File: config.mk
export PLATFORM = sky130hd
export DESIGN_NAME = sio_duplex
export DESIGN_NICKNAME = d
export VERILOG_FILES = /design/src/rtl/sio_pkg.sv /design/src/rtl/sio_tx.sv /design/src/rtl/sio_rx.sv /design/src/rtl/sio_csr.sv /design/src/rtl/sio_duplex.sv
export SDC_FILE = /design/constraint.sdc
export NUM_CORES = 1
export LEC_CHECK = 0
export ABC_AREA = 1
export BUFFER_PORTS_ARGS = -buffer_cell sky130_fd_sc_hd__buf_2
export CAP_MARGIN = 20
export CORE_ASPECT_RATIO = 1.1
export CORE_MARGIN = 2
export CORE_UTILIZATION = 65
export DETAILED_ROUTE_END_ITERATION = 8
export HOLD_SLACK_MARGIN = 0.05
export PLACE_DENSITY = 0.85
export REMOVE_ABC_BUFFERS = 1
export SYNTH_ARGS = -nofsm -noshare
export SYNTH_HDL_FRONTEND = slang
export SYNTH_HIERARCHICAL = 1
export SYNTH_SLANG_ARGS = --single-unit
File: constraint.sdc
create_clock -name clk -period 4.9 [get_ports clk]
set_input_delay 0.735 -clock clk [delete_from_list [all_inputs] [get_ports clk]]
set_output_delay 0.735 -clock clk [all_outputs]
set_load 0.005 [all_outputs]
File: src/rtl/sio_pkg.sv
package sio_pkg;

  // register bus addresses (software map)
  localparam logic [1:0] ADR_CTRL = 2'd0;
  localparam logic [1:0] ADR_TXH  = 2'd1;
  localparam logic [1:0] ADR_RXLO = 2'd2;
  localparam logic [1:0] ADR_RXHI = 2'd3;

  // receiver sequencing
  typedef enum logic [1:0] {
    RX_IDLE,
    RX_START,
    RX_DATA,
    RX_STOP
  } rx_state_e;

  // control/status image, bit 7 down to bit 0
  typedef struct packed {
    logic err_any;
    logic par_err;
    logic frm_err;
    logic ovr_err;
    logic rx_full;
    logic rx_on;
    logic tx_free;
    logic tx_on;
  } ctrl_stat_t;

  // even parity over a zero-extended word
  function automatic logic even_par(input logic [15:0] w);
    return ^w;
  endfunction

endpackage

File: src/rtl/sio_tx.sv
module sio_tx #(
  parameter int DATA_W    = 8,
  parameter int PARITY_EN = 1,
  parameter int OVS       = 16
) (
  input  logic              clk,
  input  logic              rst_n,
  input  logic              tick,
  input  logic              en,
  input  logic              hold_wr,
  input  logic [DATA_W-1:0] hold_data,
  output logic              txd,
  output logic              hold_free,
  output logic              load,
  output logic              busy
);
  import sio_pkg::*;

  localparam int FRAME_W = DATA_W + PARITY_EN + 2;
  localparam int CNT_W   = $clog2(OVS);
  localparam int BCNT_W  = $clog2(FRAME_W + 1);

  // frame image, bit 0 leaves the line first
  function automatic logic [FRAME_W-1:0] make_frame(input logic [DATA_W-1:0] d);
    logic [FRAME_W-1:0] f;
    f = '1;
    f[0] = 1'b0;
    f[DATA_W:1] = d;
    if (PARITY_EN != 0) f[DATA_W+1] = even_par(16'(d));
    return f;
  endfunction

  logic [DATA_W-1:0]  hold_q;
  logic               full_q;
  logic [FRAME_W-1:0] shreg_q;
  logic               busy_q;
  logic [CNT_W-1:0]   os_q;
  logic [BCNT_W-1:0]  bit_q;
  logic               bit_end, frame_end;

  assign bit_end   = busy_q && tick && (os_q == CNT_W'(OVS-1));
  assign frame_end = bit_end && (bit_q == BCNT_W'(FRAME_W-1));
  assign load      = en && full_q && (!busy_q || frame_end);

  always_ff @(posedge clk or negedge rst_n) begin
    if (!rst_n) begin
      shreg_q <= '1;
      busy_q  <= 1'b0;
      os_q    <= '0;
      bit_q   <= '0;
    end else if (load) begin
      shreg_q <= make_frame(hold_q);
      busy_q  <= 1'b1;
      os_q    <= '0;
      bit_q   <= '0;
    end else if (frame_end) begin
      shreg_q <= '1;
      busy_q  <= 1'b0;
      os_q    <= '0;
    end else if (bit_end) begin
      shreg_q <= {1'b1, shreg_q[FRAME_W-1:1]};
      bit_q   <= bit_q + 1'b1;
      os_q    <= '0;
    end else if (busy_q && tick) begin
      os_q <= os_q + 1'b1;
    end
  end

  // a bus write in the load cycle refills the emptied holder
  always_ff @(posedge clk or negedge rst_n) begin
    if (!rst_n) begin
      hold_q <= '0;
      full_q <= 1'b0;
    end else if (hold_wr) begin
      hold_q <= hold_data;
      full_q <= 1'b1;
    end else if (load) begin
      full_q <= 1'b0;
    end
  end

  assign txd       = shreg_q[0];
  assign hold_free = !full_q;
  assign busy      = busy_q;
endmodule

File: src/rtl/sio_rx.sv
module sio_rx #(
  parameter int DATA_W    = 8,
  parameter int PARITY_EN = 1,
  parameter int OVS       = 16
) (
  input  logic              clk,
  input  logic              rst_n,
  input  logic              tick,
  input  logic              en,
  input  logic              rxd,
  output logic              done,
  output logic [DATA_W-1:0] data,
  output logic              ninth,
  output logic              frame_err,
  output logic              par_err
);
  import sio_pkg::*;

  localparam int PAY_W  = DATA_W + PARITY_EN;
  localparam int CNT_W  = $clog2(OVS);
  localparam int BCNT_W = $clog2(PAY_W + 1);
  localparam int HALF   = OVS / 2;

  logic              sync1_q, sync2_q;
  rx_state_e         st_q;
  logic [CNT_W-1:0]  os_q;
  logic [BCNT_W-1:0] bit_q;
  logic [PAY_W-1:0]  shreg_q;
  logic              os_last;

  always_ff @(posedge clk or negedge rst_n) begin
    if (!rst_n) begin
      sync1_q <= 1'b1;
      sync2_q <= 1'b1;
    end else begin
      sync1_q <= rxd;
      sync2_q <= sync1_q;
    end
  end

  assign os_last = (os_q == CNT_W'(OVS-1));

  always_ff @(posedge clk or negedge rst_n) begin
    if (!rst_n) begin
      st_q    <= RX_IDLE;
      os_q    <= '0;
      bit_q   <= '0;
      shreg_q <= '0;
    end else if (!en) begin
      st_q <= RX_IDLE;
      os_q <= '0;
    end else begin
      case (st_q)
        RX_IDLE: if (!sync2_q) begin
          st_q <= RX_START;
          os_q <= '0;
        end
        RX_START: if (tick) begin
          if (os_q == CNT_W'(HALF-1)) begin
            os_q  <= '0;
            bit_q <= '0;
            st_q  <= sync2_q ? RX_IDLE : RX_DATA;
          end else begin
            os_q <= os_q + 1'b1;
          end
        end
        RX_DATA: if (tick) begin
          if (os_last) begin
            os_q    <= '0;
            shreg_q <= {sync2_q, shreg_q[PAY_W-1:1]};
            if (bit_q == BCNT_W'(PAY_W-1)) st_q <= RX_STOP;
            else bit_q <= bit_q + 1'b1;
          end else begin
            os_q <= os_q + 1'b1;
          end
        end
        RX_STOP: if (tick) begin
          if (os_last) begin
            os_q <= '0;
            st_q <= RX_IDLE;
          end else begin
            os_q <= os_q + 1'b1;
          end
        end
        default: st_q <= RX_IDLE;
      endcase
    end
  end

  assign done      = en && (st_q == RX_STOP) && tick && os_last;
  assign frame_err = !sync2_q;
  assign data      = shreg_q[DATA_W-1:0];

  generate
    if (PARITY_EN != 0) begin : g_par
      assign ninth   = shreg_q[PAY_W-1];
      assign par_err = even_par(16'(shreg_q));
    end else begin : g_nopar
      assign ninth   = 1'b0;
      assign par_err = 1'b0;
    end
  endgenerate
endmodule

File: src/rtl/sio_csr.sv
module sio_csr #(
  parameter int DATA_W = 8
) (
  input  logic                  clk,
  input  logic                  rst_n,
  input  logic                  bus_wr,
  input  logic                  bus_rd,
  input  logic [1:0]            bus_addr,
  input  logic [7:0]            bus_wdata,
  output logic [7:0]            bus_rdata,
  input  logic                  tx_free,
  input  logic                  rx_done,
  input  logic [DATA_W-1:0]     rx_data,
  input  logic                  rx_ninth,
  input  logic                  rx_ferr,
  input  logic                  rx_perr,
  output logic                  tx_on,
  output logic                  rx_on,
  output logic                  hold_wr,
  output logic                  rd_low,
  output logic                  rx_off,
  output sio_pkg::ctrl_stat_t   stat,
  output logic [15:0]           rx_word
);
  import sio_pkg::*;

  localparam int RXB_W = 16;

  logic ctrl_wr, accept, overrun;
  logic tx_on_q, rx_on_q, full_q, ovr_q, frm_q, par_q;
  logic [RXB_W-1:0] word_q;
  logic unused_wbits;

  assign ctrl_wr = bus_wr && (bus_addr == ADR_CTRL);
  assign hold_wr = bus_wr && (bus_addr == ADR_TXH);
  assign rd_low  = bus_rd && (bus_addr == ADR_RXLO);
  assign rx_off  = ctrl_wr && !bus_wdata[2];
  assign accept  = rx_done && (!full_q || rd_low);
  assign overrun = rx_done && full_q && !rd_low;
  assign unused_wbits = ^{bus_wdata[7:3], bus_wdata[1]};

  always_ff @(posedge clk or negedge rst_n) begin
    if (!rst_n) begin
      tx_on_q <= 1'b0;
      rx_on_q <= 1'b0;
    end else if (ctrl_wr) begin
      tx_on_q <= bus_wdata[0];
      rx_on_q <= bus_wdata[2];
    end
  end

  always_ff @(posedge clk or negedge rst_n) begin
    if (!rst_n) begin
      full_q <= 1'b0;
      ovr_q  <= 1'b0;
      frm_q  <= 1'b0;
      par_q  <= 1'b0;
      word_q <= '0;
    end else if (rx_off) begin
      full_q <= 1'b0;
      ovr_q  <= 1'b0;
      frm_q  <= 1'b0;
      par_q  <= 1'b0;
    end else begin
      if (accept) begin
        word_q <= RXB_W'({rx_ninth, rx_data});
        full_q <= 1'b1;
        frm_q  <= frm_q | rx_ferr;
        par_q  <= par_q | rx_perr;
      end else if (rd_low) begin
        full_q <= 1'b0;
      end
      if (overrun) ovr_q <= 1'b1;
    end
  end

  always_comb begin
    stat.tx_on   = tx_on_q;
    stat.tx_free = tx_free;
    stat.rx_on   = rx_on_q;
    stat.rx_full = full_q;
    stat.ovr_err = ovr_q;
    stat.frm_err = frm_q;
    stat.par_err = par_q;
    stat.err_any = ovr_q | frm_q | par_q;
  end

  always_comb begin
    case (bus_addr)
      ADR_CTRL: bus_rdata = stat;
      ADR_RXLO: bus_rdata = word_q[7:0];
      ADR_RXHI: bus_rdata = word_q[15:8];
      default:  bus_rdata = 8'h00;
    endcase
  end

  assign tx_on   = tx_on_q;
  assign rx_on   = rx_on_q;
  assign rx_word = word_q;
endmodule

File: src/rtl/sio_duplex.sv
module sio_duplex #(
  parameter int DATA_W    = 8,
  parameter int PARITY_EN = 1,
  parameter int OVS       = 16
) (
  input  logic       clk,
  input  logic       rst_n,
  input  logic       bus_wr,
  input  logic       bus_rd,
  input  logic [1:0] bus_addr,
  input  logic [7:0] bus_wdata,
  output logic [7:0] bus_rdata,
  input  logic       baud_tick,
  output logic       txd,
  input  logic       rxd
);
  import sio_pkg::*;

  // named internal events
  logic              tx_on, rx_on, hold_wr, rd_low, rx_off;
  logic              tx_free, tx_load, tx_busy;
  logic              rx_done, rx_ninth, rx_ferr, rx_perr;
  logic [DATA_W-1:0] rx_data;
  ctrl_stat_t        stat;
  logic [15:0]       rx_word;

  sio_csr #(.DATA_W(DATA_W)) u_csr (
    .clk(clk), .rst_n(rst_n),
    .bus_wr(bus_wr), .bus_rd(bus_rd), .bus_addr(bus_addr),
    .bus_wdata(bus_wdata), .bus_rdata(bus_rdata),
    .tx_free(tx_free),
    .rx_done(rx_done), .rx_data(rx_data), .rx_ninth(rx_ninth),
    .rx_ferr(rx_ferr), .rx_perr(rx_perr),
    .tx_on(tx_on), .rx_on(rx_on), .hold_wr(hold_wr),
    .rd_low(rd_low), .rx_off(rx_off), .stat(stat), .rx_word(rx_word)
  );

  sio_tx #(.DATA_W(DATA_W), .PARITY_EN(PARITY_EN), .OVS(OVS)) u_tx (
    .clk(clk), .rst_n(rst_n), .tick(baud_tick), .en(tx_on),
    .hold_wr(hold_wr), .hold_data(bus_wdata[DATA_W-1:0]),
    .txd(txd), .hold_free(tx_free), .load(tx_load), .busy(tx_busy)
  );

  sio_rx #(.DATA_W(DATA_W), .PARITY_EN(PARITY_EN), .OVS(OVS)) u_rx (
    .clk(clk), .rst_n(rst_n), .tick(baud_tick), .en(rx_on), .rxd(rxd),
    .done(rx_done), .data(rx_data), .ninth(rx_ninth),
    .frame_err(rx_ferr), .par_err(rx_perr)
  );
endmodule

=== Word-level counts from Yosys, hierarchy flattened ===
Cells that the tools add are included.

* Register bits after elaboration: 65
* Bits of input ports: 16
* Output and inout port bits: 9
* Word-level logic and storage cells: 145

* Add/subtract/negate cells: 4
* Equal/unequal tests: 26
* Multiplexer cells: 48
* Bitwise logic cells: 5
* Reduce and logical (&&, ||, !) cells: 43

{| class="wikitable"
|+ Operators with widths
! cell !! number
|-
| $mux 4 || 18
|-
| $mux 11 || 3
|-
| $reduce_xor 16->1 || 2
|-
| $pmux 8 s3 || 1
|-
| $mux 2 || 10
|-
| $add 4x1->4 const B || 4
|-
| $eq 4x4->1 const B || 4
|-
| $logic_and 1x1->1 || 15
|-
| $ne 3x3->1 const B || 5
|-
| $mux 1 || 13
|-
| $ne 3x2->1 const B || 4
|-
| $pmux 4 s3 || 1
|-
| $reduce_bool 2->1 || 6
|-
| $eq 2x2->1 const B || 4
|-
| $ne 2x2->1 const B || 4
|-
| $pmux 2 s4 || 1
|-
| $pmux 4 s2 || 1
|-
| $reduce_and 8->1 || 1
|-
| $reduce_and 7->1 || 1
|-
| $logic_not 1->1 || 6
|-
| $reduce_bool 3->1 || 2
|-
| $eq 2x1->1 const B || 2
|-
| $eq 4x3->1 const B || 1
|-
| $logic_not 2->1 || 2
|-
| 9 further kinds || 15
|}

=== Longest topological paths before layout ===
* Depth after elaboration: 8
* Mapped depth: 11
* Depth with buffers taken out: 11

=== Modules after synthesis ===
Netlist, hierarchy kept.

{| class="wikitable"
|+ By module, submodules not included
! module !! instances !! cells each !! area each (µm²) !! sequential area each (µm²)
|-
| sio_tx || 1 || 192 || 1,486.4 || 713.2
|-
| sio_rx || 1 || 166 || 1,316.3 || 528.0
|-
| sio_csr || 1 || 114 || 903.4 || 375.4
|}

=== Least setup slack after synthesis ===
OpenSTA, ideal clock, no wires.

* Path type: input to output
* Start point: input bus_addr[1]
* End point: output bus_rdata[2]
* Arrival time: 1,175 ps
* Required time: 4,165 ps
* Setup slack: 2,990 ps
* Stages: 3
* Buffers on the path: 0
* Cell sequence: nor2_4 inv_1 o21ai_0

* Longest elaborated chain between the ends: 2
* Elaborated cells on any way between the ends: 4
* Those cells by class: eq/ne (2); mux (1); reduce/logical (1)

{| class="wikitable"
|+ RTL lines
! item !! RTL line !! text
|-
| start: declaration || sio_duplex.sv:10 || <nowiki>input logic [1:0] bus_addr,</nowiki>
|-
| $eq 2x2->1 or $logic_not 2->1 (tied branches) || sio_csr.sv:89 || <nowiki>case (bus_addr)</nowiki>
|-
| $pmux 8 s3 * || sio_csr.sv:89 ||
|-
| end: declaration || sio_duplex.sv:12 || <nowiki>output logic [7:0] bus_rdata,</nowiki>
|}

Mark *: on every way between the ends. The rest lies on a longest branch, timed or not.

=== Worst setup path after layout ===
Ends and elaborated chain as after synthesis.

==> impl_metrics.json <==
{
  "power.share.switching": 0.309,
  "first_pass_grt_wire_length_um": 11700,
  "ctsLongestPathBuffers": 2,
  "timing.critical_path.slowest_cell_delay_ns": 0.30,
  "area.sequential_um2": 1620,
  "post_cts_hold_buffer_count": 0,
  "crit_path_top_delay_cell": "o21ai_0",
  "hold-path-endpoint": "u_rx/sync2_q",
  "multi_input_comb_area_um2": 1670,
  "number_of_placed_i_o_pins": 25,
  "vdd.ir_drop.worst_v": 0.000264,
  "floorplan.initialDensity": 0.670,
  "final-hold-violation-count": 0,
  "min_delay_path_depth": 0,
  "finalWeightedCongestion": 0.894,
  "min-delay-start": "u_rx/sync1_q",
  "clock_tree_from_tritoncts": "built",
  "rows": 28,
  "fillerInstances": 395,
  "clock-sinks": 64,
  "grt_antenna_before_repair": 0,
  "pwr-share-comb": 0.206,
  "drt-pass1-iter-count": 4,
  "io_buffer_count": 24,
  "numPlacedInstances": 546,
  "worst_clock_skew_ns": 0.00468,
  "pwr-share-seq": 0.451,
  "rsz0062_at_grt": "no",
  "cp_max_fo": 12,
  "drtIter0Drc": 149,
  "maximum_number_of_pins_on_one_net_before_global_route_repair": 65,
  "floorplan.die.height_um": 82.0,
  "globalRouteTotalUtil": 0.252,
  "worstSkewPairLatency_ns": 0.34,
  "cts-root-buf": "clkbuf_8",
  "r2r.worst_path.cells": 8,
  "cap_violations": 0,
  "ys.warnings.count": 6,
  "insertedDiodeCount": 0,
  "layout_commonest_cell": "nand2_1",
  "timing.critical_path.required_ns": 4.16,
  "post_synth_inst_count": 456,
  "kind_of_capture_point_of_the_worst_setup_path": "output pin",
  "timing.max_slew.rel_slack": 0.444,
  "power_report.internal_total_mw": 1.05,
  "overflow": 0,
  "htree_num_levels": 3,
  "nNetsFinal": 504,
  "syn_area_um2": 3590,
  "cts.clk_slew.worst_paths_ns": 0.06,
  "p_sw_uw": 470,
  "critical_path_arrival_ns": 1.73,
  "critical_path.reg2reg.startpoint": "u_tx/os_q[1]",
  "die_w_um": 74.9,
  "critical_path.startpoint_type": "input pin",
  "fp.coreArea_um2": 5360,
  "fin_crit_ns": 2.47,
  "slew_violations": 0,
  "crit_path_cell_trace": "buf_2 -> nor2_4 -> inv_1 -> o21ai_0 -> buf_2",
  "timing.final.crit_share": 0.504,
  "worst_pin_slew_ns": 0.831,
  "dieArea_um2": 6140,
  "finalSetupTns_ns": 0,
  "crit_path_frequent_cell": "buf_2",
  "total_leakage_power_nw": 2.02,
  "numCtsBuffers": 9,
  "drive_gt1_frac": 0.183,
  "r2r_end": "u_tx/bit_q[0]",
  "post_drt_via_cell_ratio": 5.28,
  "syn_to_final_growth_pct": 10.3,
  "hold_path_class": "flip-flop to flip-flop",
  "finalSetupViolCount": 0,
  "worstSetupPathType": "input pin to output pin",
  "via_count_of_the_first_global_routing_pass": 2780,
  "route.vias.total": 2970,
  "drc": 0,
  "ant_nets": 0,
  "run_status": "completed",
  "routed_wire_length_per_instance_um": 12.2,
  "mostFrequentLayoutCells": "154 x nand2_1, 52 x dfrtp_1, 51 x inv_1",
  "r2r_setup_slack_ns": 2.59,
  "power.share.clock": 0.344,
  "cts-resized-gates": 0,
  "timing.fmax_mhz": 405,
  "hpwl_detailed_um": 4950,
  "layoutNonFillerInstCount": 562,
  "syn_avg_cell_area_um2": 7.88,
  "routed_wl_um": 6860,
  "post_cts.repair.setup_buffers": 0,
  "power_density_nw_per_um2": 384,
  "post-route-util": 0.740
}
-- layout make-up --
type,count,share of cell area
Timing Repair Buffer,26,0.0341
Sequential cell,64,0.408
Clock buffer,14,0.0435
Multi-Input combinational cell,324,0.422
Tap cell,75,0.0237
Clock inverter,2,0.0151
Inverter,57,0.0540
-- per-layer routing --
metal,GRT usage,vias up,wire (µm)
met5,0,-,0
met4,0.130,0,149
met3,0.0417,14,181
met2,0.432,47,3590
met1,0.301,1409,2940
li1,-,1500,-
-- through the flow --
stage	hold WS, ns	area [µm²]	power [mW]	setup slack, ns
floorplan	0.345	3500	0.924	2.79
global route	0.368	3970	1.62	2.38
CTS	0.358	3970	1.53	2.45
detailed placement	0.349	3730	1.01	2.39
global placement	0.346	3730	0.987	2.47
finish	0.356	3970	1.52	2.43
-- worst max-delay path by stage --
stage                     start          endpoint  slack [ns]
floorplan             baud_tick  u_csr/rx_word[0]        2.79
global placement    bus_addr[1]      bus_rdata[2]        2.47
detailed placement    baud_tick     u_tx/bit_q[0]        2.39
CTS                 bus_addr[1]      bus_rdata[2]        2.45
global route        bus_addr[1]      bus_rdata[2]        2.38
finish              bus_addr[1]      bus_rdata[2]        2.43
-- worst max-delay path: cells and delay by family --
| kind | cells | cell delay, ns |
|---|---|---|
| AO/OA/AOI/OAI | 1 | 0.30 |
| buffers and inverters | 3 | 0.47 |
| AND/OR/NAND/NOR | 1 | 0.23 |
-- power by group through the flow --
| stage | logic [mW] | clock network (mW) | registers, mW |
|---|---|---|---|
| 6_report | 0.313 | 0.524 | 0.686 |
| 4_1_cts | 0.316 | 0.532 | 0.684 |
| 5_1_grt | 0.368 | 0.549 | 0.700 |
| 3_3_place_gp | 0.298 | 0 | 0.688 |
| 2_1_floorplan | 0.249 | 0 | 0.674 |
| 3_5_place_dp | 0.315 | 0 | 0.693 |
-- sequential cells by signal (all words and copies together) (netlist names), 2 cells and up --
register and count:
u_csr/rx_word 9, u_rx/bit_q 4, u_rx/os_q 4, u_rx/shreg_q 9, u_rx/st_q 2, u_tx/bit_q 4, u_tx/hold_q 8, u_tx/os_q 4
u_tx/shreg_q 10
Note: power is estimated with default switching activity, not from simulation.
